[src/rtl/shr_pkg.sv]
package shr_pkg;

    typedef enum logic [1:0] {
        ST_IDLE,
        ST_SETUP,
        ST_SAMPLE,
        ST_HOLD
    } shr_state_e;

    // Nanoseconds to clock cycles at clk_khz, rounded up, never below one.
    function automatic int ns2cyc(input int ns, input int clk_khz);
        longint prod;
        longint cyc;
        prod = longint'(ns) * longint'(clk_khz);
        cyc  = (prod + 64'sd999999) / 64'sd1000000;
        return (cyc < 1) ? 1 : int'(cyc);
    endfunction

    function automatic int max2(input int a, input int b);
        return (a > b) ? a : b;
    endfunction

endpackage

[src/rtl/shr_regfile.sv]
module shr_regfile #(
    parameter int NCH   = 64,
    parameter int CH_W  = 6,
    parameter int DAC_W = 8
) (
    input  logic             clk,
    input  logic             rst,
    input  logic             wr_en,
    input  logic [CH_W-1:0]  wr_chan,
    input  logic [DAC_W-1:0] wr_code,
    input  logic             lock_en,
    input  logic [CH_W-1:0]  lock_chan,
    input  logic [CH_W-1:0]  rd_chan,
    output logic [DAC_W-1:0] rd_code
);

    typedef struct packed {
        logic             pend_v;
        logic [CH_W-1:0]  pend_chan;
        logic [DAC_W-1:0] pend_code;
    } park_t;

    park_t            park_d, park_q;
    logic [DAC_W-1:0] mem_d [NCH];
    logic [DAC_W-1:0] mem_q [NCH];

    always_comb begin
        park_d = park_q;
        mem_d  = mem_q;
        // commit the parked write once the strobe has gone back to hold
        if (park_q.pend_v && !lock_en) begin
            mem_d[park_q.pend_chan] = park_q.pend_code;
            park_d.pend_v           = 1'b0;
        end
        if (wr_en) begin
            if (lock_en && (wr_chan == lock_chan)) begin
                park_d.pend_v    = 1'b1;
                park_d.pend_chan = wr_chan;
                park_d.pend_code = wr_code;
            end else begin
                mem_d[wr_chan] = wr_code;
            end
        end
    end

    always_ff @(posedge clk) begin
        if (rst) begin
            park_q <= '0;
            for (int i = 0; i < NCH; i++) begin
                mem_q[i] <= '0;
            end
        end else begin
            park_q <= park_d;
            mem_q  <= mem_d;
        end
    end

    assign rd_code = mem_q[rd_chan];

endmodule

[src/rtl/shr_period_timer.sv]
module shr_period_timer #(
    parameter int PERIOD_CYC = 1000
) (
    input  logic clk,
    input  logic rst,
    input  logic restart,
    output logic expired
);

    localparam int CW = $clog2(PERIOD_CYC + 1);
    localparam logic [CW-1:0] LAST = CW'(PERIOD_CYC - 1);

    logic [CW-1:0] cnt_d, cnt_q;

    always_comb begin
        cnt_d = cnt_q;
        if (restart) begin
            cnt_d = '0;
        end else if (cnt_q != LAST) begin
            cnt_d = cnt_q + 1'b1;
        end
    end

    // reset to the expired value so the first sweep starts at once
    always_ff @(posedge clk) begin
        if (rst) begin
            cnt_q <= LAST;
        end else begin
            cnt_q <= cnt_d;
        end
    end

    assign expired = (cnt_q == LAST);

endmodule

[src/rtl/shr_sequencer.sv]
module shr_sequencer
    import shr_pkg::*;
#(
    parameter int NCH        = 64,
    parameter int CH_W       = 6,
    parameter int ADDR_W     = 5,
    parameter int DAC_W      = 8,
    parameter int DUAL_BANK  = 1,
    parameter int WAIT_CYC   = 13,
    parameter int SAMPLE_CYC = 500,
    parameter int HOLD_CYC   = 19
) (
    input  logic              clk,
    input  logic              rst,
    input  logic              expired,
    input  logic [DAC_W-1:0]  rd_code,
    output logic [CH_W-1:0]   rd_chan,
    output logic              restart,
    output logic              lock_en,
    output logic [CH_W-1:0]   lock_chan,
    output logic [DAC_W-1:0]  dac_code,
    output logic              dac_load,
    output logic [ADDR_W-1:0] ch_addr,
    output logic              bank_sel,
    output logic              sample_n,
    output logic              busy,
    output logic              sweep_done
);

    localparam int CNT_MAX = max2(max2(WAIT_CYC, SAMPLE_CYC), HOLD_CYC);
    localparam int CNT_W   = $clog2(CNT_MAX + 1);
    localparam logic [CH_W-1:0]  LAST_CH    = CH_W'(NCH - 1);
    localparam logic [CNT_W-1:0] WAIT_LD    = CNT_W'(WAIT_CYC - 1);
    localparam logic [CNT_W-1:0] SAMPLE_LD  = CNT_W'(SAMPLE_CYC - 1);
    localparam logic [CNT_W-1:0] HOLD_LD    = CNT_W'(HOLD_CYC - 1);

    typedef struct packed {
        shr_state_e       state;
        logic [CH_W-1:0]  ch;
        logic [CNT_W-1:0] cnt;
        logic [DAC_W-1:0] code;
        logic             load;
        logic             strobe_n;
        logic             sel;
        logic             busy;
        logic             done;
    } seq_t;

    localparam seq_t SEQ_RST = '{
        state:    ST_IDLE,
        ch:       '0,
        cnt:      '0,
        code:     '0,
        load:     1'b0,
        strobe_n: 1'b1,
        sel:      1'b0,
        busy:     1'b0,
        done:     1'b0
    };

    seq_t            seq_d, seq_q;
    logic [CH_W-1:0] nxt_ch;
    logic            nxt_sel;

    assign nxt_ch = (seq_q.state == ST_IDLE) ? '0 : seq_q.ch + 1'b1;

    generate
        if (DUAL_BANK != 0) begin : g_dual
            assign nxt_sel = nxt_ch[CH_W-1];
        end else begin : g_single
            assign nxt_sel = 1'b1;
        end
    endgenerate

    always_comb begin
        seq_d      = seq_q;
        seq_d.load = 1'b0;
        seq_d.done = 1'b0;
        restart    = 1'b0;
        unique case (seq_q.state)
            ST_IDLE: begin
                if (expired) begin
                    restart     = 1'b1;
                    seq_d.state = ST_SETUP;
                    seq_d.ch    = nxt_ch;
                    seq_d.sel   = nxt_sel;
                    seq_d.code  = rd_code;
                    seq_d.load  = 1'b1;
                    seq_d.busy  = 1'b1;
                    seq_d.cnt   = WAIT_LD;
                end
            end
            ST_SETUP: begin
                if (seq_q.cnt == '0) begin
                    seq_d.state    = ST_SAMPLE;
                    seq_d.strobe_n = 1'b0;
                    seq_d.cnt      = SAMPLE_LD;
                end else begin
                    seq_d.cnt = seq_q.cnt - 1'b1;
                end
            end
            ST_SAMPLE: begin
                if (seq_q.cnt == '0) begin
                    seq_d.state    = ST_HOLD;
                    seq_d.strobe_n = 1'b1;
                    seq_d.cnt      = HOLD_LD;
                end else begin
                    seq_d.cnt = seq_q.cnt - 1'b1;
                end
            end
            ST_HOLD: begin
                if (seq_q.cnt != '0) begin
                    seq_d.cnt = seq_q.cnt - 1'b1;
                end else if (seq_q.ch == LAST_CH) begin
                    seq_d.state = ST_IDLE;
                    seq_d.busy  = 1'b0;
                    seq_d.done  = 1'b1;
                end else begin
                    seq_d.state = ST_SETUP;
                    seq_d.ch    = nxt_ch;
                    seq_d.sel   = nxt_sel;
                    seq_d.code  = rd_code;
                    seq_d.load  = 1'b1;
                    seq_d.cnt   = WAIT_LD;
                end
            end
            default: seq_d = SEQ_RST;
        endcase
    end

    always_ff @(posedge clk) begin
        if (rst) begin
            seq_q <= SEQ_RST;
        end else begin
            seq_q <= seq_d;
        end
    end

    assign rd_chan    = nxt_ch;
    assign lock_en    = !seq_q.strobe_n;
    assign lock_chan  = seq_q.ch;
    assign dac_code   = seq_q.code;
    assign dac_load   = seq_q.load;
    assign ch_addr    = seq_q.ch[ADDR_W-1:0];
    assign bank_sel   = seq_q.sel;
    assign sample_n   = seq_q.strobe_n;
    assign busy       = seq_q.busy;
    assign sweep_done = seq_q.done;

endmodule

[src/rtl/shr_refresh_seq.sv]
module shr_refresh_seq
    import shr_pkg::*;
#(
    parameter int CLK_KHZ    = 125000,
    parameter int SETUP_NS   = 50,
    parameter int HOLD_NS    = 150,
    parameter int GAP_NS     = 200,
    parameter int SAMPLE_NS  = 4000,
    parameter int SETTLE_NS  = 100,
    parameter int REFRESH_NS = 250000000,
    parameter int DAC_W      = 8,
    parameter int ADDR_W     = 5,
    parameter int DUAL_BANK  = 1,
    localparam int CH_W      = ADDR_W + ((DUAL_BANK != 0) ? 1 : 0)
) (
    input  logic              clk,
    input  logic              rst,
    input  logic              wr_en,
    input  logic [CH_W-1:0]   wr_chan,
    input  logic [DAC_W-1:0]  wr_code,
    output logic [DAC_W-1:0]  dac_code,
    output logic              dac_load,
    output logic [ADDR_W-1:0] ch_addr,
    output logic              bank_sel,
    output logic              sample_n,
    output logic              busy,
    output logic              sweep_done
);

    localparam int NCH         = 1 << CH_W;
    localparam int SETUP_CYC   = ns2cyc(SETUP_NS, CLK_KHZ);
    localparam int HOLD_CYC    = ns2cyc(HOLD_NS, CLK_KHZ);
    localparam int GAP_CYC     = ns2cyc(GAP_NS, CLK_KHZ);
    localparam int SAMPLE_CYC  = ns2cyc(SAMPLE_NS, CLK_KHZ);
    localparam int SETTLE_CYC  = ns2cyc(SETTLE_NS, CLK_KHZ);
    localparam int REFRESH_CYC = ns2cyc(REFRESH_NS, CLK_KHZ);
    // address setup and DAC settling overlap; the rest of the gap is covered too
    localparam int WAIT_CYC    = max2(max2(SETUP_CYC, SETTLE_CYC),
                                      max2(GAP_CYC - HOLD_CYC, 1));

    logic              expired;
    logic              restart;
    logic              lock_en;
    logic [CH_W-1:0]   lock_chan;
    logic [CH_W-1:0]   rd_chan;
    logic [DAC_W-1:0]  rd_code;

    shr_regfile #(
        .NCH   (NCH),
        .CH_W  (CH_W),
        .DAC_W (DAC_W)
    ) i_regfile (
        .clk       (clk),
        .rst       (rst),
        .wr_en     (wr_en),
        .wr_chan   (wr_chan),
        .wr_code   (wr_code),
        .lock_en   (lock_en),
        .lock_chan (lock_chan),
        .rd_chan   (rd_chan),
        .rd_code   (rd_code)
    );

    shr_period_timer #(
        .PERIOD_CYC (REFRESH_CYC)
    ) i_timer (
        .clk     (clk),
        .rst     (rst),
        .restart (restart),
        .expired (expired)
    );

    shr_sequencer #(
        .NCH        (NCH),
        .CH_W       (CH_W),
        .ADDR_W     (ADDR_W),
        .DAC_W      (DAC_W),
        .DUAL_BANK  (DUAL_BANK),
        .WAIT_CYC   (WAIT_CYC),
        .SAMPLE_CYC (SAMPLE_CYC),
        .HOLD_CYC   (HOLD_CYC)
    ) i_seq (
        .clk        (clk),
        .rst        (rst),
        .expired    (expired),
        .rd_code    (rd_code),
        .rd_chan    (rd_chan),
        .restart    (restart),
        .lock_en    (lock_en),
        .lock_chan  (lock_chan),
        .dac_code   (dac_code),
        .dac_load   (dac_load),
        .ch_addr    (ch_addr),
        .bank_sel   (bank_sel),
        .sample_n   (sample_n),
        .busy       (busy),
        .sweep_done (sweep_done)
    );

endmodule

[config.mk]
export PLATFORM = sky130hd
export DESIGN_NAME = shr_refresh_seq
export DESIGN_NICKNAME = d
export VERILOG_FILES = /design/src/rtl/shr_pkg.sv /design/src/rtl/shr_regfile.sv /design/src/rtl/shr_period_timer.sv /design/src/rtl/shr_sequencer.sv /design/src/rtl/shr_refresh_seq.sv
export SDC_FILE = /design/constraint.sdc
export NUM_CORES = 2
export LEC_CHECK = 0
export BUFFER_PORTS_ARGS = -buffer_cell sky130_fd_sc_hd__buf_4
export CAP_MARGIN = 20
export CORE_ASPECT_RATIO = 1.1
export CORE_MARGIN = 2
export CORE_UTILIZATION = 30
export CTS_BUF_LIST = sky130_fd_sc_hd__clkbuf_8
export CTS_CLUSTER_DIAMETER = 200
export DETAILED_ROUTE_END_ITERATION = 6
export GPL_TIMING_DRIVEN = 0
export PLACE_DENSITY = 0.55
export REMOVE_ABC_BUFFERS = 1
export SLEW_MARGIN = 20
export SYNTH_ARGS = -nofsm -noshare
export SYNTH_HDL_FRONTEND = slang
export SYNTH_SLANG_ARGS = --single-unit
[constraint.sdc]
create_clock -name clk -period 3.4 [get_ports clk]
set_input_delay 0.68 -clock clk [delete_from_list [all_inputs] [get_ports clk]]
set_output_delay 0.68 -clock clk [all_outputs]
set_load 0.02 [all_outputs]
* Word-level counts from Yosys, hierarchy flattened
Cells that the tools add are included.
Storage, ports and cells: register bits after elaboration 582, input port bits 17, word-level logic and storage cells 165, output and inout port bits 18
Operators by class: reduce and logical (&&, ||, !) cells 19, order comparisons 5, $add $sub $neg 3, multiplexer cells 42, bitwise gates (word level) 4, eq/ne operators 14
Operator list (number):
- 512-bit 2-to-1 mux | 3
- 512-bit bitwise mux | 2
- 8-bit demux with 6-bit select | 2
- 25-bit 2-to-1 mux | 2
- 8-bit binary-select mux with 6-bit select | 1
- 8-bit 2-to-1 mux | 5
- 9-bit 2-to-1 mux | 4
- 9-bit case mux with 4 select lines | 1
- 15-bit 2-to-1 mux | 2
- 26-bit 2-to-1 mux | 1
- 25-bit by 1-bit adder with 25-bit output (second input constant) | 1
- 25-bit equality test (second input constant) | 1
- 25-bit inequality test (second input constant) | 1
- 24-bit 2-to-1 mux | 1
- 7-bit greater-or-equal comparator (second input constant) | 3
- 6-bit NOT with 7-bit output | 3
- 9-bit case mux with 2 select lines | 1
- 7-bit by 1-bit less-than comparator with 1-bit output (second input constant) | 2
- 6-bit case mux with 2 select lines | 1
- 4-bit AND reduction | 3
- 9-bit zero test | 1
- 9-bit nonzero test | 1
- 9-bit by 1-bit subtractor with 9-bit output (second input constant) | 1
- 2-bit 2-to-1 mux | 4
- other kinds (23) | 40

* Longest topological paths before layout
depth in word-level cells 10, gate-level depth with buffers 13, depth with buffers taken out 9

* By module
A second synthesis with hierarchy kept.
Unflattened totals: cell total of the unflattened synthesis 3284, area total of the unflattened synthesis 35353.9 um^2
By module, submodules not included:
- shr_regfile | instances 1, sequential area each 10550.1 um^2, area each 32208.4 um^2, cells each 2924
- shr_sequencer | instances 1, sequential area each 600.6 um^2, area each 1737.9 um^2, cells each 195
- shr_period_timer | instances 1, sequential area each 500.5 um^2, area each 1407.6 um^2, cells each 165

* Least setup slack after synthesis
Ideal clock, no wire load.
path kind register -> register, start point register i_seq.seq_q[28] (netlist bit), end point register i_seq.seq_q (netlist bit i_seq.dac_code[3]), slack 0.512 ns, period minus slack after synthesis 2.888 ns, setup time 0.073 ns, arrival 2.815 ns, buffers on the path 4, required time 3.327 ns, stages on the path, launching flop included 14, cell sequence dfxtp_1 inv_1 ha_1 clkbuf_1 nor2_1 buf_1 clkbuf_1 buf_1 nand2_1 a311oi_1 a31oi_1 a211oi_1 a21oi_1 o211ai_2
Between the ends: word-level cells in the longest chain between the ends 9, elaborated cells on any way between the ends 16, those cells by class eq/ne (4); mux (8); bitwise (1); reduce/logical (3)
Ends and longest elaborated chain:
- from (decl) | RTL line shr_sequencer.sv:61 | seq_t seq_d, seq_q;
- from (signal assigned) | RTL line shr_sequencer.sv:135 | seq_q <= seq_d;
- 2-bit zero test | RTL line shr_sequencer.sv:65, shr_sequencer.sv:80
- 6-bit 2-to-1 mux | RTL line shr_sequencer.sv:65 | assign nxt_ch = (seq_q.state == ST_IDLE) ? '0 : seq_q.ch + 1'b1;
- 6-bit NOT with 7-bit output (implied by the code) | RTL line shr_regfile.sv:58 | assign rd_code = mem_q[rd_chan];
- 8-bit binary-select mux with 6-bit select | RTL line shr_regfile.sv:58
- 8-bit 2-to-1 mux (implied by the code) (2 in series) | RTL line shr_regfile.sv:58
- 24-bit 2-to-1 mux | RTL line shr_sequencer.sv:114 | end else if (seq_q.ch == LAST_CH) begin
- 9-bit 2-to-1 mux | RTL line shr_sequencer.sv:112 | if (seq_q.cnt != '0) begin
- 9-bit case mux with 2 select lines | RTL line shr_sequencer.sv:80 | unique case (seq_q.state)
Several ways; a longest one is shown, not always the timed one. The select of a mux whose other input is x is not followed. A chain may end at the register's enable or synchronous reset.

* Final worst setup path
start point register i_regfile.park_q[11] (netlist bit), end point register i_regfile.mem_q[280] (netlist bit)
Between the ends: word-level cells in the longest chain between the ends 10, elaborated cells on any way between the ends 11, those cells by class order compare (2); mux (7); bitwise (1); reduce/logical (1)
Ends and longest elaborated chain:
- from (decl) | RTL line shr_regfile.sv:23 | park_t park_d, park_q;
- from (signal assigned) | RTL line shr_regfile.sv:53 | park_q <= park_d;
- 6-bit NOT with 7-bit output (implied by the code) * | RTL line shr_regfile.sv:32 | mem_d[park_q.pend_chan] = park_q.pend_code;
- 7-bit greater-or-equal comparator (implied by the code) or 7-bit by 1-bit less-than comparator with 1-bit output (tied branches) | RTL line shr_regfile.sv:32
- 1-bit logical AND (implied by the code) | RTL line shr_regfile.sv:32
- 8-bit 2-to-1 mux (implied by the code) | RTL line shr_regfile.sv:32
- 8-bit demux with 6-bit select * | RTL line shr_regfile.sv:32
- 512-bit bitwise mux * | RTL line shr_regfile.sv:32
- 512-bit 2-to-1 mux * | RTL line shr_regfile.sv:31 | if (park_q.pend_v && !lock_en) begin
- 512-bit bitwise mux | RTL line shr_regfile.sv:41 | mem_d[wr_chan] = wr_code;
- 512-bit 2-to-1 mux | RTL line shr_regfile.sv:36 | if (lock_en && (wr_chan == lock_chan)) begin
- 512-bit 2-to-1 mux * | RTL line shr_regfile.sv:35 | if (wr_en) begin
- to (signal assigned) | RTL line shr_regfile.sv:54 | mem_q <= mem_d;
- to (decl) | RTL line shr_regfile.sv:25 | logic [DAC_W-1:0] mem_q [NCH];
Every way passes the cells marked *; elsewhere a longest branch is shown, timed or not.

==> impl_results.md <==
- GRT met2 Usage: 32.7%
- Clk root buf: clkbuf_8
- Initial antenna violation count: 3
- Final WL: 113 mm
- Post-Place Cell Area: 0.0326 mm2
- Layout area overhead: 12.3%
- # nets final: 3548
- Global routing usage on met3: 3.42%
- Status: finished with violations
- Inserted Clock Buffers: 101
- Maximum clock insertion buffer count: 3
- Unrepaired setup endpoints after global routing: true
- Largest net degree at the start of global routing: 105
- Hold Fails Final Rpt: 0
- Most used DFF post-synth: dfxtp_1
- Met1 Use GR: 27.8%
- DRC: 2
- HPWL after DPL: 66.3 mm
- Worst-margin pin slew: 1210 ps
- TritonRoute pass-1 iters: 7
- Die span in y: 341 um
- IO buf count: 34
- Most frequent cells in the layout: nor2_1 (612), dfxtp_1 (573), mux2i_1 (499)
- Min cycle time layout: 3420 ps
- H-tree depth: 3
- Yosys reg bits: 582
- WL per Instance: 22.8 um
- Syn Inst Count: 3710
- Die width: 311 um
- Via count: 28200
- Hold Crit Class: input port to flip-flop
- Critical path peak fanout: 24
- Lkg Pwr: 11.7 nW
- Warnings, synthesis: 0
- Crit path cell chain: nand3b_1 -> nor2_1 -> mux2i_1 -> a211oi_1
- VDD IR max: 227 uV
- GRT Resource Usage Total: 20.6%
- CP Capture Type: flip-flop
- EDFF count, synth: 0
- Share of layout cells above drive strength 1: 9.99%
- Worst skew pair latency: 730 ps
- Failing checks: DRC, setup timing
- Area of the die: 0.106 mm2
- Core area: 0.102 mm2
- Worst Skew: 39.2 ps
- DRT antenna net count: 0
- Slowest cell on the critical path: nor2_1
- Rows: 123
- Synthesized area: 0.0310 mm2
- Effective utilization at floorplan: 30.3%
- Worst path max stage delay: 1070 ps
- Final Worst Setup Slack: -19.8 ps
- Design Area, Final: 0.0349 mm2
- Slew headroom: 19.0%
- GP Congestion: 0.807
- Fillers: 10500
- Required time worst endpoint: 4030 ps
- Seq/Total Area, Yosys: 37.5%
- Mean post-synth cell area: 8.36 um2
- Hold Buf Count CTS: 0
- Startpoint types: flip-flop
- Total gr overflow: 0
- Most common cell after layout, fill and taps aside: nor2_1
- Critical path class: flip-flop to flip-flop
- Worst EP arrival: 4050 ps
- GRT busiest layer: met2
- CTS tree: yes
- I/O pin count: 35
- Clock-pin slew on the worst setup and hold paths: 70 ps
- Fin crit share: 101%
- Cell variety after synth: 55
- Sink Count: 582
- Worst slack, placed: -954 ps
- Vias in the first global route: 26800
- Overall Power: 0.0154 W
- First-pass GRT wire length: 172 mm
- Async SR Flop Fraction: 0%
- PD cells: 441 mW/mm2
- Max-slew violations: 0
- Setup Viol. Count Final: 5
- Vias/cell: 5.67
- Max-cap violations: 0
- F_max: 0.292 GHz
- DRT iter0 DRCs: 2681
## registers in the layout, indices dropped and copies added (netlist names)
register	flops
i_regfile.park_q	15
i_seq.dac_code	8
i_seq.bank_sel	1
i_timer.cnt_q	25
i_regfile.mem_q	512
i_seq.busy	1
i_seq.sample_n	1
i_seq.sweep_done	1
i_seq.dac_load	1
i_seq.lock_chan	6
i_seq.seq_q	11
## per-layer routing
layer	wire length [um]	up-vias	part of all wire (%)
li1	-	13100	-
met1	50300	13700	44
met2	50800	1123	45
met3	8030	250	7.1
met4	4030	4	3.6
met5	26	-	0.023
## worst max-delay path: cells and delay by family (launching register included)
family,cells,cell delay [ps]
and+or+nand+nor,2,1940
DFF,1,920
AOI/OAI and AO/OA,1,300
muxes,1,170
## Yosys cell counts (3+ instances only)
cell	number	area [um2]
mux2_2	9	101
buf_4	13	97.6
nand4_1	9	56.3
a211oi_1	484	3630
a221o_1	9	90.1
nor4_1	5	31.3
a21o_1	3	22.5
a221oi_1	8	70.1
clkbuf_1	341	1280
a22oi_1	12	90.1
nor3_1	25	125
a211o_1	5	43.8
and3_1	13	81.3
o21ai_0	105	526
mux4_2	40	901
a31oi_1	37	231
o211ai_1	16	120
nand3b_1	3	22.5
nor2b_1	48	300
buf_1	21	78.8
a21oi_1	77	385
nand3_1	97	485
a32oi_1	6	52.6
inv_1	18	67.6
a311oi_1	89	780
mux2i_1	500	5000
nor3b_1	11	82.6
ha_1	8	100
buf_2	10	50.1
or3b_2	3	26.3
nand2_1	407	1530
and2_1	4	25.0
nand2b_1	6	37.5
dfxtp_1	582	11700
o31ai_1	3	22.5
xnor2_1	9	78.8
xor2_1	8	70.1
o41ai_2	4	65.1
nor2_1	633	2380
or3_1	7	43.8
## through the flow
stage / instances / hold WS, ps / util (%) / setup TNS (ps)
final: 4972 / 324 / 34.1 / -33.7
after global routing: 4971 / 356 / 34.1 / -4670
after CTS: 4965 / 282 / 33.9 / -9800
after detailed placement: 4783 / 485 / 31.9 / -31830
after global placement: 4734 / 470 / 30.8 / -3176640
after floorplan: 3325 / 457 / - / -1082560
## logic make-up after synthesis
| family | synth area share [%] |
|---|---|
| buffers and inverters | 5.08 |
| AND/OR/NAND/NOR | 17.2 |
| AO/OA/AOI/OAI | 20.0 |
| multiplexers | 19.4 |
| XOR/XNOR | 0.480 |
| adder cells (fa/ha/maj) | 0.323 |
| flip-flops | 37.5 |
## report_power, final
part | switching (W) | leakage [nW] | total (W) | internal (W)
sequential | 0.000153 | 4.70 | 0.00713 | 0.00698
clock | 0.00305 | 1.16 | 0.00645 | 0.00340
combinational | 0.00125 | 5.83 | 0.00179 | 0.000535
total | 0.00445 | 11.7 | 0.0154 | 0.0109
## final timing paths
kind | startpoint | endpoint | slack, ps | cells past startpoint
max | i_regfile.park_q[11]$_SDFFE_PP0P_ | i_regfile.mem_q[280]$_SDFF_PP0_ | -20 | 4
min | wr_chan[0] | i_regfile.park_q[8]$_SDFFE_PP0P_ | 320 | 3
max reg2reg | i_regfile.park_q[11]$_SDFFE_PP0P_ | i_regfile.mem_q[280]$_SDFF_PP0_ | -20 | 4
min reg2reg | i_timer.cnt_q[18]$_SDFFE_PP1P_ | i_timer.cnt_q[18]$_SDFFE_PP1P_ | 490 | 1
## cell type report
type,instances,area [um2],share of cell area [%]
Multi-Input combinational cell,2726,18100,51.9
Sequential cell,582,11700,33.5
Clock buffer,127,1750,5.02
Tap cell,1375,1720,4.94
Timing Repair Buffer,93,1310,3.76
Clock inverter,48,226,0.650
Inverter,19,72.6,0.208
Antenna cell,2,5.00,0.0144
## timing repair
| item | in CTS | in global routing |
|---|---|---|
| resized for setup | 12 | 26 |
| gates cloned | 2 | 0 |
| pin swaps | 2 | 2 |
| endpoints found under the setup margin | 74 | 160 |
| buffers inserted | 5 | 3 |
No activity file was read; power rests on OpenSTA's default activity.
